--- src/rtl/tslot_pwm_pkg.sv ---
package tslot_pwm_pkg;

  typedef enum logic [1:0] {
    PH_IDLE = 2'd0,
    PH_LEAD = 2'd1,
    PH_ACT  = 2'd2,
    PH_TAIL = 2'd3
  } phase_e;

  function automatic int clog2_min1(input int v);
    return (v > 1) ? $clog2(v) : 1;
  endfunction

endpackage

--- src/rtl/tslot_sequencer.sv ---
module tslot_sequencer
  import tslot_pwm_pkg::*;
#(
  parameter int NUM_CH    = 4,
  parameter int SLOT_CLKS = 200
) (
  input  logic              clk,
  input  logic              rst,
  output logic [NUM_CH-1:0] slot_start
);

  localparam int SW  = clog2_min1(SLOT_CLKS);
  localparam int CHW = clog2_min1(NUM_CH);
  localparam logic [SW-1:0]  SLOT_LAST = SW'(SLOT_CLKS - 1);
  localparam logic [CHW-1:0] CH_LAST   = CHW'(NUM_CH - 1);

  logic [SW-1:0]  slot_cnt;
  logic [CHW-1:0] ch_idx;

  // slot position and owning channel
  always_ff @(posedge clk) begin
    if (rst) begin
      slot_cnt <= '0;
      ch_idx   <= '0;
    end else if (slot_cnt == SLOT_LAST) begin
      slot_cnt <= '0;
      ch_idx   <= (ch_idx == CH_LAST) ? '0 : ch_idx + 1'b1;
    end else begin
      slot_cnt <= slot_cnt + 1'b1;
    end
  end

  // one registered strobe per channel at its slot boundary
  for (genvar g = 0; g < NUM_CH; g++) begin : g_strobe
    always_ff @(posedge clk) begin
      if (rst) slot_start[g] <= 1'b0;
      else     slot_start[g] <= (slot_cnt == '0) && (ch_idx == CHW'(g));
    end
  end

endmodule

--- src/rtl/hbridge_channel.sv ---
module hbridge_channel
  import tslot_pwm_pkg::*;
#(
  parameter int CMD_W  = 8,
  parameter int MAX_ON = 200
) (
  input  logic             clk,
  input  logic             rst,
  input  logic             start,
  input  logic [CMD_W-1:0] cmd,
  input  logic             fwd,
  input  logic             fault_n,
  output logic             out_a,
  output logic             out_b
);

  localparam int CW = clog2_min1(MAX_ON + 1);
  localparam logic [CMD_W-1:0] CAP = CMD_W'(MAX_ON);

  phase_e           ph, ph_n;
  logic [CW-1:0]    cnt, cnt_n;
  logic             dir_q, dir_n;
  logic             kill_q, kill_n;
  logic [CMD_W-1:0] cmd_clamp;

  always_comb begin
    cmd_clamp = (cmd > CAP) ? CAP : cmd;
    ph_n      = ph;
    cnt_n     = cnt;
    dir_n     = dir_q;
    kill_n    = kill_q | ~fault_n;
    if (start) begin
      // capture point: everything for this slot is taken here
      dir_n  = fwd;
      kill_n = ~fault_n;
      cnt_n  = CW'(cmd_clamp);
      ph_n   = (cmd_clamp == '0) ? PH_IDLE : PH_LEAD;
    end else begin
      case (ph)
        PH_LEAD: ph_n = PH_ACT;
        PH_ACT: begin
          cnt_n = cnt - 1'b1;
          if (cnt == CW'(1)) ph_n = PH_TAIL;
        end
        PH_TAIL: ph_n = PH_IDLE;
        default: ph_n = PH_IDLE;
      endcase
    end
  end

  always_ff @(posedge clk) begin
    if (rst) begin
      ph     <= PH_IDLE;
      cnt    <= '0;
      dir_q  <= 1'b0;
      kill_q <= 1'b0;
      out_a  <= 1'b0;
      out_b  <= 1'b0;
    end else begin
      ph     <= ph_n;
      cnt    <= cnt_n;
      dir_q  <= dir_n;
      kill_q <= kill_n;
      out_a  <= (ph_n == PH_ACT) &&  dir_n && !kill_n;
      out_b  <= (ph_n == PH_ACT) && !dir_n && !kill_n;
    end
  end

endmodule

--- src/rtl/tslot_hbridge_pwm.sv ---
module tslot_hbridge_pwm #(
  parameter int NUM_CH    = 4,
  parameter int CMD_W     = 8,
  parameter int SLOT_CLKS = 200,
  parameter int MAX_ON    = 200
) (
  input  logic                    clk,
  input  logic                    rst,
  input  logic [NUM_CH*CMD_W-1:0] speed_cmd,
  input  logic [NUM_CH-1:0]       dir_fwd,
  input  logic [NUM_CH-1:0]       fault_n,
  output logic [NUM_CH-1:0]       drv_a,
  output logic [NUM_CH-1:0]       drv_b
);

  logic [NUM_CH-1:0] slot_start;

  tslot_sequencer #(
    .NUM_CH   (NUM_CH),
    .SLOT_CLKS(SLOT_CLKS)
  ) seq_i (
    .clk       (clk),
    .rst       (rst),
    .slot_start(slot_start)
  );

  for (genvar g = 0; g < NUM_CH; g++) begin : g_ch
    hbridge_channel #(
      .CMD_W (CMD_W),
      .MAX_ON(MAX_ON)
    ) ch_i (
      .clk    (clk),
      .rst    (rst),
      .start  (slot_start[g]),
      .cmd    (speed_cmd[g*CMD_W +: CMD_W]),
      .fwd    (dir_fwd[g]),
      .fault_n(fault_n[g]),
      .out_a  (drv_a[g]),
      .out_b  (drv_b[g])
    );
  end

endmodule

--- config.mk ---
export PLATFORM = sky130hd
export DESIGN_NAME = tslot_hbridge_pwm
export DESIGN_NICKNAME = d
export VERILOG_FILES = /design/src/rtl/tslot_pwm_pkg.sv /design/src/rtl/tslot_sequencer.sv /design/src/rtl/hbridge_channel.sv /design/src/rtl/tslot_hbridge_pwm.sv
export SDC_FILE = /design/constraint.sdc
export NUM_CORES = 1
export LEC_CHECK = 0
export ABC_AREA = 1
export BUFFER_PORTS_ARGS = -buffer_cell sky130_fd_sc_hd__buf_2
export CAP_MARGIN = 5
export CORE_MARGIN = 5
export CORE_UTILIZATION = 35
export CTS_CLUSTER_DIAMETER = 50
export DETAILED_ROUTE_END_ITERATION = 8
export SETUP_SLACK_MARGIN = 0.02
export SLEW_MARGIN = 0
export SYNTH_ARGS = -nofsm -noshare
export SYNTH_HDL_FRONTEND = slang
export SYNTH_SLANG_ARGS = --single-unit
--- constraint.sdc ---
create_clock -name clk -period 3.3 [get_ports clk]
set_input_delay 0.33 -clock clk [delete_from_list [all_inputs] [get_ports clk]]
set_output_delay 0.33 -clock clk [all_outputs]
set_load 0.01 [all_outputs]
==> summary.txt, run 1 <==
Hold path
  • Hold depth: 3
  • HP Class: input pin to flop

Routing
  • DRT iter0 DRCs: slightly below 100
  • Final WL: 8.89 mm
  • Vias: 3615
  • DRT Pass-1 Iters: 4
  • Post-DR wirelength/cell: roughly 12 um
  • Vias per inst: approximately 4.7
  • DRC: 0
  • Final ANT Viol Nets: 0

CTS
  • CTS clk-pin slew, worst paths: 0.06 ns
  • Clk Tree Root Cell: clkbuf_16
  • Clock tree buffer depth: 2
  • Post-CTS Setup Bufs: 0
  • Cts bufs inserted: 9
  • CTS H-Tree Depth: 3
  • Worst-Skew Late Latency: 0.33 ns
  • Clk sink count: 70
  • CTS tree: yes
  • Post_cts resized: 0
  • # hold bufs at CTS: 0

STA
  • Final Setup Violations: 0
  • Unrepaired setup endpoints after global routing: no
  • Maximum clock frequency: 0.688 GHz
  • Final Hold Viols: 0
  • Clk_skew: 0.00639 ns
  • Setup TNS Final: 0 ns
  • Final slew viol count: 0
  • Period minus WS final: 1.45 ns
  • Crit share post-route: 0.440
  • Worst Tran Pin Value: roughly 0.64 ns
  • Slew HR: 0.576

Job
  • Max-cap violations: 0

Critical path
  • Critical Path Sink Type: flop
  • Crit-path max FO: 17
  • WP data required: 3.55 ns
  • CP arrival: 1.70 ns
  • Reg2reg path depth: 6
  • Crit start category: flop
  • CP Class: flop to flop

Synth
  • Compound-gate portion of the synthesized area: 0.111
  • Main combinational cell family by area after synthesis: simple AND/OR/NAND/NOR gates
  • Synth Area per Inst: 6.91 sq um
  • Syn Std Cell Area: 3980 sq um
  • Register area share after synthesis: 0.352
  • Post-Synth Simple-Gate Area: 0.326
  • Post-Synthesis Cells: 576
  • Xor/xnor share of the synthesized area: 0.0132
  • Syn nets: 636
  • Netlist cell types: 37
  • Post-synthesis adder-cell area fraction: 0.0566
  • Register bit total from synthesis: 70
  • YS warnings: 0
  • Top-area cell type share of the netlist area: 0.352
  • Mux cell area share after synthesis: 0.00755
  • Main area contributors after synthesis: dfxtp_1, nand2_1, inv_1, nand3_1, ha_1
  • Post-synth top area cell: dfxtp_1

Layout
  • Design Area, Final: between 4000 and 5000 sq um
  • Final nets: slightly below 700
  • Layout cell share with drive strength beyond 1: 0.169
  • Area added between synthesis and finish: 15.3%
  • Antenna cell count: 0
  • Leading cell type in the layout, fill and taps excluded: nand2_1
  • Commonest non-fill, non-tap cells in the layout: nand2_1, inv_1, dfxtp_1

Place
  • Placer Congestion: between 0.8 and 0.9
  • Port bufs: 49
  • HPWL Detailed: 6.62 mm
  • Placed inst area: 4240 sq um

Global routing
  • Antenna violations before repair: 0
  • GR Overflow Total: 0
  • Gr usage total: 0.136
  • Vias in the first global route: 3439
  • First-pass GRT wire length: around 15 mm
  • Largest net degree at the start of global routing: 36

Floorplan
  • Die width: 117 um
  • Die area: 13600 sq um
  • Num ports: 50
  • FP Rows: 39
  • Die Ht: roughly 120 um
  • Core area: 11300 sq um
  • Initial core utilization: 0.353

Power
  • Final Power: roughly 2200 uW
  • Leak Pwr: 0.00209 uW
  • Worst VDD drop: 0.000297 V
  • Power Dens Cells: 480 nW/um^2

Run status
  • Status: finished, final reports clean
## worst paths after layout
path / from / endpoint / slack (ns)
setup / recovery: seq_i.slot_start[0]$_SDFF_PP0_ / g_ch[0].ch_i.out_b$_SDFF_PP0_ / 1.85
hold reg to reg: seq_i.slot_cnt[5]$_SDFF_PP0_ / seq_i.slot_cnt[5]$_SDFF_PP0_ / 0.49
setup reg to reg: seq_i.slot_start[0]$_SDFF_PP0_ / g_ch[0].ch_i.out_b$_SDFF_PP0_ / 1.85
hold / removal: speed_cmd[9] / g_ch[1].ch_i.cnt[1]$_SDFFE_PP0P_ / 0.28
## final cells by class
class | count | area, sq um
tap | 143 | 179
timing repair buffer | 50 | 253
multi-input combinational | 389 | 2050
clock buffer | 13 | 260
fill | 1161 | 6690
sequential | 70 | 1400
clock inverter | 3 | 90.1
inverter | 95 | 357
## critical path, stage by stage, from the launching register on
cell,delay (ns)
dfxtp_1,0.72
inv_1,0.20
nand2_1,0.10
nand2_1,0.07
inv_1,0.07
nand2_1,0.05
nor3_1,0.17
## flip-flops by register name (all words and copies together) (netlist names)
name,flops
g_ch.ch_i.cnt,32
g_ch.ch_i.ph,8
seq_i.slot_cnt,8
g_ch.ch_i.dir_q,4
g_ch.ch_i.kill_q,4
g_ch.ch_i.out_a,4
g_ch.ch_i.out_b,4
seq_i.slot_start,4
seq_i.ch_idx,2
## cell families after synthesis
kind of cell	after synthesis
xor gates and xnor gates	6
adders and majority gates	18
buffers and inverters	117
DFF	70
AOI/OAI and AO/OA	77
and+or+nand+nor	285
muxes	3
## where the power goes
part           internal (uW)  switching, uW
registers                866           21.1
logic                   68.7            110
clock network            780            355
total                   1710            486
## cell usage after synthesis
cell type	number
buf_2	3
clkbuf_8	3
o21ai_0	20
nor2_4	2
dfxtp_1	70
a21boi_1	2
o31ai_1	1
nand4_4	1
ha_1	18
nand2_2	8
o211ai_1	1
a21oi_2	2
mux2i_1	3
nand3_1	62
nor3_1	9
xor2_1	3
o22ai_1	2
o211a_1	1
xnor2_1	3
a21boi_2	1
nor2_1	58
nor2_2	12
nand3_2	2
buf_4	13
nand4_2	1
o21ai_1	1
nand2_1	118
buf_6	1
inv_1	85
a22oi_1	3
o21ai_2	1
a21oi_1	30
nand4_1	11
inv_2	10
clkbuf_1	2
a31oi_1	12
nor3_2	1
## per-layer routing
layer  wire length (um)  vias up  global-route usage
met5                  0        -                   0
met4                143        0              0.0497
met3                329       14              0.0290
met2               4210       46               0.228
met1               4200     1634               0.172
li1                   -     1921                   -
## through the flow
stage / utilization / std cells / worst slack (ns) / hold slack, ns
floorplan: - / 576 / 2.12 / 0.461
global placement: 0.376 / 747 / 1.76 / 0.475
detailed placement: 0.376 / 747 / 1.74 / 0.489
CTS: 0.407 / 763 / 1.84 / 0.278
global route: 0.407 / 763 / 1.68 / 0.282
finish: 0.407 / 763 / 1.85 / 0.283
Power figures use the tool's default switching activity.
==> run 2, diff against run 1 <==
ABC_AREA = 0   (was 1)
clock period = 1.3 ns   (was 3.3 ns; I/O delays follow)
==> summary.txt, run 2 <==
CTS
  • Clock tree buffer depth: 2 (unchanged)
  • Worst-Skew Late Latency: 0.34 ns (about the same)
  • CTS H-Tree Depth: 3 (unchanged)
  • Cts bufs inserted: 9 (unchanged)
  • CTS tree: yes
  • CTS clk-pin slew, worst paths: 0.08 ns (+0.02 ns)
  • Clk Tree Root Cell: clkbuf_8
  • Clk sink count: 70 (unchanged)

Synth
  • Post-synth top area cell: dfxtp_1
  • Netlist cell types: 42 (+14%)
  • Main combinational cell family by area after synthesis: simple AND/OR/NAND/NOR gates
  • Most frequent cells after synthesis: dfxtp_1, nor2_1, inv_1
  • Syn Std Cell Area: 3420 sq um (-14%)
  • Main flop type after synthesis: dfxtp_1
  • Async S/R FF share, synth: 0 (unchanged)
  • Post-Synthesis Cells: 386 (-33%)
  • Post-Synth Simple-Gate Area: 0.232 (-0.0943)
  • Register area share after synthesis: 0.410 (+0.0575)
  • Mux cell area share after synthesis: 0.0176 (+0.0100)
  • Top-area cell type share of the netlist area: 0.410 (+0.0575)
  • Xor/xnor share of the synthesized area: 0.0743 (+0.0611)
  • Register bit total from synthesis: 70 (unchanged)
  • Synth Area per Inst: 8.86 sq um (+28%)
  • Post-synthesis adder-cell area fraction: 0.0659 (+0.00924)
  • Compound-gate portion of the synthesized area: 0.134 (+0.0226)
  • YS warnings: 0 (unchanged)
  • Main area contributors after synthesis: dfxtp_1, nor2_1, ha_1, xor2_1, a211oi_1
  • Number of synthesized flops with an enable pin: 0 (unchanged)
  • Syn nets: 446 (-30%)
  • Top-count cell post-synth: dfxtp_1

Layout
  • Final nets: 553 (-18%)
  • Top reg by flops: g_ch.ch_i.cnt
  • Area added between synthesis and finish: 44.7%
  • Largest regs: g_ch.ch_i.cnt: 32 flops, g_ch.ch_i.ph: 8 flops, seq_i.slot_cnt: 8 flops
  • Leading cell type in the layout, fill and taps excluded: buf_4
  • Layout cell share with drive strength beyond 1: 0.450 (+0.280)
  • Commonest non-fill, non-tap cells in the layout: buf_4, nor2_1, dfxtp_1
  • Largest register FFs: 32 (unchanged)
  • Antenna cell count: 0 (unchanged)

Critical path
  • CP Class: flop to flop
  • WP data required: 1.57 ns (-1.98 ns)
  • Crit-path max FO: 4 (-13)
  • Crit start category: flop
  • Critical Path Sink Type: flop
  • CP arrival: 1.74 ns (+0.04 ns)

Global routing
  • Antenna violations before repair: 0 (unchanged)
  • Largest net degree at the start of global routing: 14 (-61%)
  • GR Overflow Total: 0 (unchanged)
  • First-pass GRT wire length: 13.4 mm (-10%)
  • Vias in the first global route: 3016 (-12%)
  • Gr usage total: 0.142 (+0.00609)

Routing
  • Vias: 3069 (-15%)
  • DRT Pass-1 Iters: 4 (unchanged)
  • DRT iter0 DRCs: 114 (+18%)
  • Vias per inst: 4.86 (+2.7%)
  • DRC: 0 (unchanged)
  • Final ANT Viol Nets: 0 (unchanged)
  • Final WL: 8.30 mm (-6.7%)
  • Post-DR wirelength/cell: 13.1 um (+13%)

Job
  • Max-cap violations: 0 (unchanged)

STA
  • Maximum clock frequency: 0.678 GHz (-1.5%)
  • Worst Tran Pin Value: 0.426 ns (-0.210 ns)
  • Crit share post-route: 1.13 (+0.695)
  • Final Setup Violations: 26 (+26)
  • Final Hold Viols: 0 (unchanged)
  • Final slew viol count: 0 (unchanged)
  • Slew HR: 0.714 (+0.138)
  • Setup TNS Final: -2.04 ns (-2.04 ns)
  • Clk_skew: 0.00988 ns (+0.00349 ns)
  • Period minus WS final: 1.48 ns (+0.0223 ns)
  • Hold slack: 0.0175 ns (-0.265 ns)
  • Setup ws final: -0.175 ns (-2.02 ns)
  • Unrepaired setup endpoints after global routing: yes

Power
  • Leak Pwr: 0.00198 uW (-4.9%)
  • Worst VDD drop: 0.000439 V (+48%)
  • Power Dens Cells: 993 nW/um^2 (+110%)

Run status
  • Failing checks: setup timing
  • Status: complete, but fails checks

Place
  • Placer Congestion: 0.809 (-2.6%)
  • Port bufs: 49 (unchanged)
  • HPWL Detailed: 5.88 mm (-11%)

Floorplan
  • Die width: 109 um (-6.7%)
  • Num ports: 50 (unchanged)
  • Die area: 11800 sq um (-13%)
  • FP Rows: 36 (-7.7%)
  • Core area: 9640 sq um (-14%)
  • Initial core utilization: 0.355 (+0.00188)
  • Die Ht: 109 um (-6.7%)

Hold path
  • HP Class: input pin to flop
run 2: worst max-delay path, cell delays in order (launching register included):
cell	delay, ns
dfxtp_2	0.33
inv_2	0.06
ha_4	0.14
or3b_4	0.41
nor4_4	0.16
xnor2_1	0.10
a211oi_2	0.20
run 2: path summary, 6_finish.rpt:
check / slack (ns) / depth (start not counted) / from / to
max: -0.18 / 6 / g_ch[0].ch_i.ph[0]$_SDFF_PP0_ / g_ch[0].ch_i.cnt[7]$_SDFFE_PP0P_
min: 0.02 / 2 / speed_cmd[0] / g_ch[0].ch_i.cnt[0]$_SDFFE_PP0P_
max reg2reg: -0.18 / 6 / g_ch[0].ch_i.ph[0]$_SDFF_PP0_ / g_ch[0].ch_i.cnt[7]$_SDFFE_PP0P_
min reg2reg: 0.47 / 2 / g_ch[2].ch_i.kill_q$_SDFF_PP0_ / g_ch[2].ch_i.kill_q$_SDFF_PP0_
run 2: routing by layer:
layer,share of wire,vias up,track usage
met2,0.47,50,0.230
met5,0,-,0
met4,0.018,0,0.0496
met1,0.47,1446,0.184
li1,-,1558,-
met3,0.036,15,0.0367
run 2: cell families (layout without fill, tap and decap cells):
logic type | Yosys count | in the layout
compound gates | 65 | 65
xor+xnor | 29 | 29
fa+ha+maj | 18 | 18
buf+inv | 51 | 163
flops | 70 | 70
mux | 6 | 6
simple gates | 147 | 147
run 2: where the power goes:
part           switching [uW]  total (uW)  internal, uW  leakage [uW]
combinational             277         599           322       0.00129
clock                     862        2050          1190      0.000116
sequential               63.8        2270          2200      0.000577
run 2: final cells by class:
| type | instances | area, sq um |
|---|---|---|
| clock buffers | 11 | 151 |
| clock inverters | 5 | 81.3 |
| fillers | 906 | 4690 |
| inverters | 31 | 121 |
| multi-input cells | 265 | 2220 |
| flip-flops and latches | 70 | 1430 |
| well taps | 133 | 166 |
| repair buffers | 116 | 777 |
run 2: per-stage QoR:
stage	power (uW)	util	worst slack, ns	instances	area (sq um)
final	4910	0.513	-0.175	631	4950
after global routing	5120	0.513	-0.272	631	4950
after CTS	4910	0.488	-0.177	627	4700
after detailed placement	2810	0.440	-0.172	601	4240
after global placement	2810	0.440	-0.125	601	4240
after floorplan	2560	-	-0.182	386	3560
run 2: repair_timing:
action	CTS	global route
setup endpoints to repair	37	50
setup buffers	6	4
hold endpoints to repair	4	0
pin swaps	37	22
hold buffers	4	0
resized for setup	38	48
